===== src/rtl/piso_fifo_pkg.sv =====
package piso_fifo_pkg;

    localparam int WORD_W    = 16;
    localparam int BIT_IDX_W = $clog2(WORD_W);

    typedef logic [WORD_W-1:0]    word_t;
    typedef logic [BIT_IDX_W-1:0] bit_idx_t;

    // State of the output shift stage
    typedef struct packed {
        word_t    word;
        bit_idx_t idx;
        logic     msb_order;
        logic     live;
    } shift_st_t;

    // Decoded status flags
    typedef struct packed {
        logic empty;
        logic full;
        logic half;
        logic almost;
    } flags_t;

    localparam bit_idx_t LAST_IDX = bit_idx_t'(WORD_W - 1);

    // Select the bit presented at position idx for the chosen order
    function automatic logic pick_bit(input word_t w, input bit_idx_t idx, input logic msb_order);
        bit_idx_t pos;
        pos = msb_order ? (LAST_IDX - idx) : idx;
        return w[pos];
    endfunction

    function automatic int low_band(input int depth);
        return depth / 8;
    endfunction

    function automatic int high_band(input int depth);
        return depth - depth / 8;
    endfunction

endpackage


===== src/rtl/piso_fifo_edge.sv =====
module piso_fifo_edge #(
    parameter logic IDLE = 1'b0
) (
    input  logic clk,
    input  logic rst,
    input  logic lvl,
    output logic rise,
    output logic fall
);
    logic lvl_q;

    always_ff @(posedge clk) begin
        if (rst) lvl_q <= IDLE;
        else     lvl_q <= lvl;
    end

    assign rise = lvl & ~lvl_q;
    assign fall = ~lvl & lvl_q;
endmodule


===== src/rtl/piso_fifo_store.sv =====
module piso_fifo_store
    import piso_fifo_pkg::*;
#(
    parameter int DEPTH = 256,
    localparam int ADDR_W = $clog2(DEPTH),
    localparam int CNT_W  = ADDR_W + 1
) (
    input  logic             clk,
    input  logic             rst,
    input  logic             wr_en,
    input  word_t            wr_word,
    input  logic             rd_en,
    output word_t            rd_word,
    output logic [CNT_W-1:0] count
);
    localparam logic [CNT_W-1:0] CNT_FULL = CNT_W'(DEPTH);

    word_t             mem [DEPTH];
    logic [ADDR_W-1:0] wptr;
    logic [ADDR_W-1:0] rptr;

    always_ff @(posedge clk) begin
        if (wr_en) mem[wptr] <= wr_word;
    end

    always_ff @(posedge clk) begin
        if (rst) begin
            wptr  <= '0;
            rptr  <= '0;
            count <= '0;
        end else begin
            if (wr_en) wptr <= wptr + 1'b1;
            if (rd_en) rptr <= rptr + 1'b1;
            case ({wr_en, rd_en})
                2'b10:   count <= count + 1'b1;
                2'b01:   count <= count - 1'b1;
                default: count <= count;
            endcase
        end
    end

    assign rd_word = mem[rptr];

    a_r3_no_overflow: assert property (@(posedge clk) disable iff (rst)
        wr_en |-> count != CNT_FULL);
    a_r7_no_underflow: assert property (@(posedge clk) disable iff (rst)
        rd_en |-> count != '0);
    a_r11_balanced: assert property (@(posedge clk) disable iff (rst)
        (wr_en && rd_en) |=> count == $past(count));
    a_r12_load_drops: assert property (@(posedge clk) disable iff (rst)
        (rd_en && !wr_en) |=> count == $past(count) - 1'b1);
endmodule


===== src/rtl/piso_fifo_flags.sv =====
module piso_fifo_flags
    import piso_fifo_pkg::*;
#(
    parameter int DEPTH = 256,
    localparam int CNT_W = $clog2(DEPTH) + 1
) (
    input  logic             clk,
    input  logic             rst,
    input  logic [CNT_W-1:0] count,
    output flags_t           flags
);
    localparam logic [CNT_W-1:0] CNT_FULL = CNT_W'(DEPTH);
    localparam logic [CNT_W-1:0] CNT_HALF = CNT_W'(DEPTH / 2);
    localparam logic [CNT_W-1:0] CNT_LOW  = CNT_W'(low_band(DEPTH));
    localparam logic [CNT_W-1:0] CNT_HIGH = CNT_W'(high_band(DEPTH));

    always_comb begin
        flags.empty  = (count == '0);
        flags.full   = (count == CNT_FULL);
        flags.half   = (count > CNT_HALF);
        flags.almost = ((count != '0) && (count <= CNT_LOW)) || (count >= CNT_HIGH);
    end

    a_r8_not_both: assert property (@(posedge clk) disable iff (rst)
        !(flags.empty && flags.full));
    a_r9_full_is_half: assert property (@(posedge clk) disable iff (rst)
        flags.full |-> (flags.half && flags.almost));
endmodule


===== src/rtl/piso_fifo_shifter.sv =====
module piso_fifo_shifter
    import piso_fifo_pkg::*;
(
    input  logic  clk,
    input  logic  rst,
    input  logic  adv,
    input  logic  avail,
    input  word_t word_in,
    input  logic  msb_in,
    output logic  take,
    output logic  ser
);
    shift_st_t st;
    logic      at_end;

    assign at_end = !st.live || (st.idx == LAST_IDX);
    assign take   = adv && at_end && avail;

    always_ff @(posedge clk) begin
        if (rst) begin
            st <= '0;
        end else if (adv) begin
            if (at_end) begin
                if (avail) begin
                    st.word      <= word_in;
                    st.idx       <= '0;
                    st.msb_order <= msb_in;
                    st.live      <= 1'b1;
                end else begin
                    st.live <= 1'b0;
                end
            end else begin
                st.idx <= st.idx + 1'b1;
            end
        end
    end

    assign ser = st.live ? pick_bit(st.word, st.idx, st.msb_order) : 1'b0;

    a_r7_idle_quiet: assert property (@(posedge clk) disable iff (rst)
        (adv && at_end && !avail) |=> !ser);
    a_r6_order_held: assert property (@(posedge clk) disable iff (rst)
        (st.live && !take) |=> st.msb_order == $past(st.msb_order));
endmodule


===== src/rtl/piso_fifo.sv =====
module piso_fifo
    import piso_fifo_pkg::*;
#(
    parameter int DEPTH = 256
) (
    input  logic        clk,
    input  logic        rst,
    input  logic        wr_n,
    input  logic [15:0] wr_data,
    input  logic        shift_clk,
    input  logic        msb_first,
    output logic        ser_out,
    output logic        empty,
    output logic        full,
    output logic        half,
    output logic        almost
);
    localparam int CNT_W = $clog2(DEPTH) + 1;

    logic             wr_rise, wr_fall, sh_rise, sh_fall_unused;
    logic             armed, wr_en, take;
    word_t            head_word;
    logic [CNT_W-1:0] count;
    flags_t           flags;

    piso_fifo_edge #(.IDLE(1'b1)) u_wr_edge (
        .clk(clk), .rst(rst), .lvl(wr_n), .rise(wr_rise), .fall(wr_fall)
    );

    piso_fifo_edge #(.IDLE(1'b0)) u_sh_edge (
        .clk(clk), .rst(rst), .lvl(shift_clk), .rise(sh_rise), .fall(sh_fall_unused)
    );

    // The full check happens when the strobe falls, and the commit at its rise
    always_ff @(posedge clk) begin
        if (rst)          armed <= 1'b0;
        else if (wr_fall) armed <= !flags.full;
        else if (wr_rise) armed <= 1'b0;
    end

    assign wr_en = wr_rise && armed;

    piso_fifo_store #(.DEPTH(DEPTH)) u_store (
        .clk(clk), .rst(rst),
        .wr_en(wr_en), .wr_word(wr_data),
        .rd_en(take), .rd_word(head_word),
        .count(count)
    );

    piso_fifo_flags #(.DEPTH(DEPTH)) u_flags (
        .clk(clk), .rst(rst), .count(count), .flags(flags)
    );

    piso_fifo_shifter u_shift (
        .clk(clk), .rst(rst),
        .adv(sh_rise), .avail(!flags.empty),
        .word_in(head_word), .msb_in(msb_first),
        .take(take), .ser(ser_out)
    );

    assign empty  = flags.empty;
    assign full   = flags.full;
    assign half   = flags.half;
    assign almost = flags.almost;

    a_r7_load_needs_data: assert property (@(posedge clk) disable iff (rst)
        take |-> !empty);
    a_r2_write_on_rise: assert property (@(posedge clk) disable iff (rst)
        wr_en |-> $rose(wr_n));
endmodule


===== config.mk =====
export PLATFORM = sky130hd
export DESIGN_NAME = piso_fifo
export DESIGN_NICKNAME = d
export VERILOG_FILES = /design/src/rtl/piso_fifo_pkg.sv /design/src/rtl/piso_fifo_edge.sv /design/src/rtl/piso_fifo_store.sv /design/src/rtl/piso_fifo_flags.sv /design/src/rtl/piso_fifo_shifter.sv /design/src/rtl/piso_fifo.sv
export SDC_FILE = /design/constraint.sdc
export NUM_CORES = 2
export LEC_CHECK = 0
export BUFFER_PORTS_ARGS = -buffer_cell sky130_fd_sc_hd__clkbuf_2
export CORE_MARGIN = 10
export CORE_UTILIZATION = 40
export CTS_CLUSTER_SIZE = 28
export DETAILED_ROUTE_END_ITERATION = 7
export PLACE_DENSITY = 0.52
export SLEW_MARGIN = 0
export SYNTH_ARGS = -nofsm -noshare
export SYNTH_HDL_FRONTEND = slang
export SYNTH_SLANG_ARGS = --single-unit
export TNS_END_PERCENT = 100

===== constraint.sdc =====
create_clock -name clk -period 10.6 [get_ports clk]
set_clock_uncertainty 0.1 [all_clocks]
set_input_delay 0.53 -clock clk [delete_from_list [all_inputs] [get_ports clk]]
set_output_delay 0.53 -clock clk [all_outputs]
set_load 0.005 [all_outputs]

-- Word level (Yosys, flattened, before mapping)
Memories as Yosys holds them, arrays and structs flattened. A register that Yosys moved wholly into a read port is not among the register bits.
Cells that the tools add are included.
- bits of input ports: 21
- bits in registers: 34
- memories: 1
- word-level logic and storage cells: 60
- RAM bits: 4096
- eq/ne operators: 5
- bitwise operators: 7
- reduce and logical (&&, ||, !) cells: 16
- $lt $le $gt $ge: 4
- add/subtract/negate cells: 6
- muxes and demuxes: 12
- memory list (memory ; depth ; width ; read ports ; clocked after memory_dff ; wr ports ; line ; source):
    u_store.mem ; 256 ; 16 ; 1 ; 1 ; 1 ; piso_fifo_store.sv:18 ; word_t mem [DEPTH];
- operators by type and width (operator ; number):
    $pmux W9 S2 ; 1
    $add A8 B1 Y8 const B ; 2
    $add A9 B1 Y9 const B ; 1
    $eq A9 B9 Y1 const B ; 1
    $ge A9 B8 Y1 const B ; 1
    $gt A9 B8 Y1 const B ; 1
    $le A9 B6 Y1 const B ; 1
    $logic_not A9 Y1 ; 1
    $reduce_bool A9 Y1 ; 1
    $sub A9 B1 Y9 const B ; 1
    $mux W4 ; 2
    $mux W1 ; 7
    $lt A4 B5 Y1 const B ; 1
    $mux W5 ; 1
    $add A4 B1 Y4 const B ; 1
    $bmux W1 S4 ; 1
    $eq A4 B4 Y1 const B ; 1
    $logic_and A1 B1 Y1 ; 4
    $not A1 Y1 ; 4
    $reduce_and A2 Y1 ; 2
    $reduce_bool A2 Y1 ; 2
    $sub A4 B4 Y4 const A ; 1
    $and A1 B1 Y1 ; 3
    $logic_not A1 Y1 ; 3
    5 further kinds ; 6

-- Logic depth before layout (Yosys ltp)
- depth in word-level cells: 6
- depth in mapped cells: 15

-- Modules after synthesis
From an unflattened synthesis, not the netlist that was laid out.
- cell total of the unflattened synthesis: 7650
- area total of the unflattened synthesis: 161011.9 um^2
- by module, submodules not included (module ; area each (um^2) ; cells an instance ; instances ; seq. area each (um^2)):
    piso_fifo_store ; 159601.8 ; 7473 ; 1 ; 123658.6
    piso_fifo_shifter ; 1187.4 ; 151 ; 1 ; 440.4
    piso_fifo_flags ; 91.3 ; 12 ; 1 ; 0.0
    piso_fifo ; 52.6 ; 6 ; 1 ; 20.0
    piso_fifo_edge (u_wr_edge) ; 40.0 ; 4 ; 1 ; 20.0
    piso_fifo_edge (u_sh_edge) ; 38.8 ; 4 ; 1 ; 20.0

-- Least setup slack after synthesis
Ideal clock, no wire load.
- path type: flip-flop to flip-flop
- start point: register u_store.count[1]
- end point: register u_store.count[8]
- library setup time: 70 ps
- slack: 6085 ps
- buffers on the path: 1
- data required time: 10430 ps
- stages on the path, launching flop included: 15
- clock period less this slack: 4515 ps
- data arrival time: 4344 ps
- path through: dfxtp_1 > or4_1 > or4_1 > o21ai_2 > inv_2 > clkbuf_1 > ha_1 > fa_1 > a21o_1 > a21oi_1 > o21bai_1 > a2111oi_0 > nor4_1 > or4_1 > a21oi_1
- cells in the longest elaborated chain, start to end: 5
- elaborated cells on any way between the ends: 9
- ends and longest elaborated chain (item ; line ; source):
    from (decl) ; piso_fifo_store.sv:14 ; output logic [CNT_W-1:0] count
    from (signal assigned) ; piso_fifo_store.sv:35 ; 2'b10: count <= count + 1'b1;
    from (signal assigned) ; piso_fifo_store.sv:36 ; 2'b01: count <= count - 1'b1;
    from (signal assigned) ; piso_fifo_store.sv:37 ; default: count <= count;
    $logic_not A9 Y1 (*) ; piso_fifo_flags.sv:18 ; flags.empty = (count == '0);
    $logic_not A1 Y1 (*) ; piso_fifo.sv:56 ; .adv(sh_rise), .avail(!flags.empty),
    $logic_and A1 B1 Y1 (*) ; piso_fifo_shifter.sv:17 ; assign take = adv && at_end && avail;
    net take ; piso_fifo.sv:21 ; logic armed, wr_en, take;
    $eq A2 B1 Y1 / $eq A2 B2 Y1 (equally long branches) ; piso_fifo_store.sv:34 ; case ({wr_en, rd_en})
    $pmux W9 S2 / $reduce_bool A2 Y1 (equally long branches) ; n/a ;
The timed path passes the listed nets; every way through them passes the cells marked *.
A chain may end at the register's enable or synchronous reset.

==> flow_summary.ini <==
[run_status]
outcome = completed

[clock_network]
cts_resized = 0
cts-root-buf = clkbuf_16
cts.sinks = 4146
numCtsBuffers = 430
post_cts_buffers = 0
cts_tree = yes
clk_path_buf_depth = 4
htree_num_levels = 5
clock_latency_ns = 0.98
path_clk_slew_ns = 0.06

[global_routing]
antenna_found_initial = 25
track_usage_pct = 21.59
grt_pass1_wl_um = 651500
grt_overflow = 0
grt_pass1_vias = 79640
grt_max_degree = 178

[place]
pre_cts_slack_ns = 4.693
gp_congestion = 0.8373
dp_cells = 12490
numPortBuffers = 25
hpwl_um = 271700

[synth]
synth-compound-area-share_pct = 2.549
post_synth_fa_ha_maj_area_fraction_pct = 0.1374
async_flop_share_pct = 0
synth.largest_area_cell = edfxtp_1
synth_most_common_cell = edfxtp_1
synth.avg_cell_area_um2 = 22.09
synth_warnings = 0
syn_inst = 7254
synth-simple-area-share_pct = 1.773
synthTopCellsByCount = edfxtp_1, mux4_2, mux2i_1, nor2_1, clkbuf_1
synth_top_family_by_area = multiplexers
synth_xor_area_share_pct = 0.1039
synthesis.nets = 7292
synth_flop_cell = edfxtp_1
ys_seq_area_share_pct = 77.39
muxShareOfSynthArea_pct = 16.44
netlist.area_leader.share_pct = 76.77
synthesis.area_um2 = 160200
synth-seq-cells = 4146
synth.area.top_cells = edfxtp_1, mux4_2, mux2i_1
synth.distinct_cells = 70
synth-edff-count = 4096

[pwr]
power_mw = 36.53
power_frac_comb_pct = 10.5
peakVddDrop_v = 0.0001474
power_frac_seq_pct = 49.6
clockPowerShare_pct = 39.9
swShare_pct = 23.12
switchingPower_mw = 8.446
intPower_mw = 28.08
p_leak_nw = 53.97
power_density_nw_per_um2 = 200.7

[sta]
slew_violations = 0
setup_ws_ns = 4.767
fin_setup_tns_ns = 0
fmax_mhz = 171.4
hold_violations = 0
setup_violations = 0
rsz0062_at_grt = false
tightest_slew_ns = 1.407
whs_ns = 0.02297
max-slew-margin-rel_pct = 5.737
fin_crit_sh_pct = 55.03
period_needed_ns = 5.833

[route]
drc = 0
wirelength_um = 471200
ant_nets = 0
via_per_inst = 5.933
drt-initial-drc-count = 9915
firstDrtPassIters = 5
vias = 78890
wl_per_cell_um = 35.43

[final_layout]
area_growth_pct = 13.58
multi_input_area_um2 = 34350
final_nets = 7712
final_cells = 13300
ff_latch_area_um2 = 124000
drive_above_1_share_pct = 27.88
fill_cells = 33230

[flow_run]
cap_violations = 0

[floorplan]
die-width_um = 652.9
ios = 26
start_util_pct = 40.14
rows = 232
die_h_um = 652.9
core_um2 = 399100
die_area_um2 = 426300

[setup_path]
reg2reg_slack_ns = 4.77
worstSetupPathType = reg2reg
critPathMaxFanout = 41
cp.arrival_ns = 6.55
cp-end-kind = register
reg2reg_from = u_store.rptr[0]
cp.required_ns = 11.31
worstSetupStartpointType = register
crit_start = u_store.rptr[0]

[hold_path]
hold_class = in2reg
min_from = wr_data[9]
==> power by group through the flow <==
stage	clock network [mW]	registers [mW]	logic (mW)
after floorplan	0	18.4	2.90
final	14.6	18.1	3.85
after detailed placement	0	18.4	3.92
after global routing	15.5	18.1	4.10
after global placement	0	18.4	3.88
after CTS	14.8	18.1	3.93
==> sequential cells by signal (all words and copies together), names as in the netlist <==
register         flops
u_store.mem       4096
u_shift.st          22
u_store.count        9
u_store.rptr         8
u_store.wptr         8
armed                1
u_sh_edge.lvl_q      1
u_wr_edge.lvl_q      1
==> worst max-delay path, cell delays in order, from the launching register on <==
cell	delay (ns)
dfxtp_4	0.84
buf_4	0.77
buf_4	0.69
mux4_2	0.58
mux2i_1	0.15
nor2_1	0.13
a211oi_1	0.60
o21ai_0	0.33
a31oi_1	1.09
o311ai_0	0.25
==> metal layers <==
| layer | part of all wire [%] | vias to the layer above | track usage (%) | wire (um) |
|---|---|---|---|---|
| met3 | 7.2 | 699 | 3.740 | 33860 |
| li1 | - | 31540 | - | - |
| met5 | 0.013 | - | 0 | 62 |
| met1 | 41 | 43360 | 30.07 | 194700 |
| met4 | 3.5 | 10 | 6.649 | 16260 |
| met2 | 48 | 3276 | 34.99 | 226300 |
==> cell usage in the layout, fill, tap and decap left out, drive strengths merged, types with 75 or more instances in the layout <==
cell type / instances
mux2i: 351
o21ai: 75
clkinv: 198
nand2: 141
buf: 389
clkbuf: 552
a21oi: 134
nor2: 351
mux4: 1002
edfxtp: 4096
==> cell type report <==
| type | count | area share [%] |
|---|---|---|
| Clock buffer | 543 | 6.261 |
| Inverter | 15 | 0.03231 |
| Timing Repair Buffer | 416 | 1.915 |
| Clock inverter | 239 | 1.131 |
| Multi-Input combinational cell | 2665 | 18.88 |
| Sequential cell | 4146 | 68.15 |
| Antenna cell | 8 | 0.01100 |
| Tap cell | 5265 | 3.620 |
==> cells by family after synthesis <==
kind of cell / after synthesis
buf+inv: 443
compound gates: 593
simple gates: 660
mux: 1376
xor+xnor: 19
flops: 4146
fa+ha+maj: 17
==> stage by stage <==
| stage | utilization, % | instance area (um2) |
|---|---|---|
| floorplan | - | 160200 |
| global route | 45.59 | 182000 |
| CTS | 45.59 | 182000 |
| finish | 45.59 | 182000 |
| global placement | 42.16 | 168300 |
| detailed placement | 42.17 | 168300 |
==> worst paths after layout <==
check	to	cells past startpoint
max	u_shift.st[8]	9
max reg2reg	u_shift.st[8]	9
min	u_store.mem[13][9]	1
min reg2reg	armed	2
==> what timing repair did <==
item                                    4_1_cts  5_1_grt
hold endpoints to repair                    744        0
hold buffers                                 18        0
endpoints found under the setup margin        0        0
No activity file was read; power rests on OpenSTA's default activity.
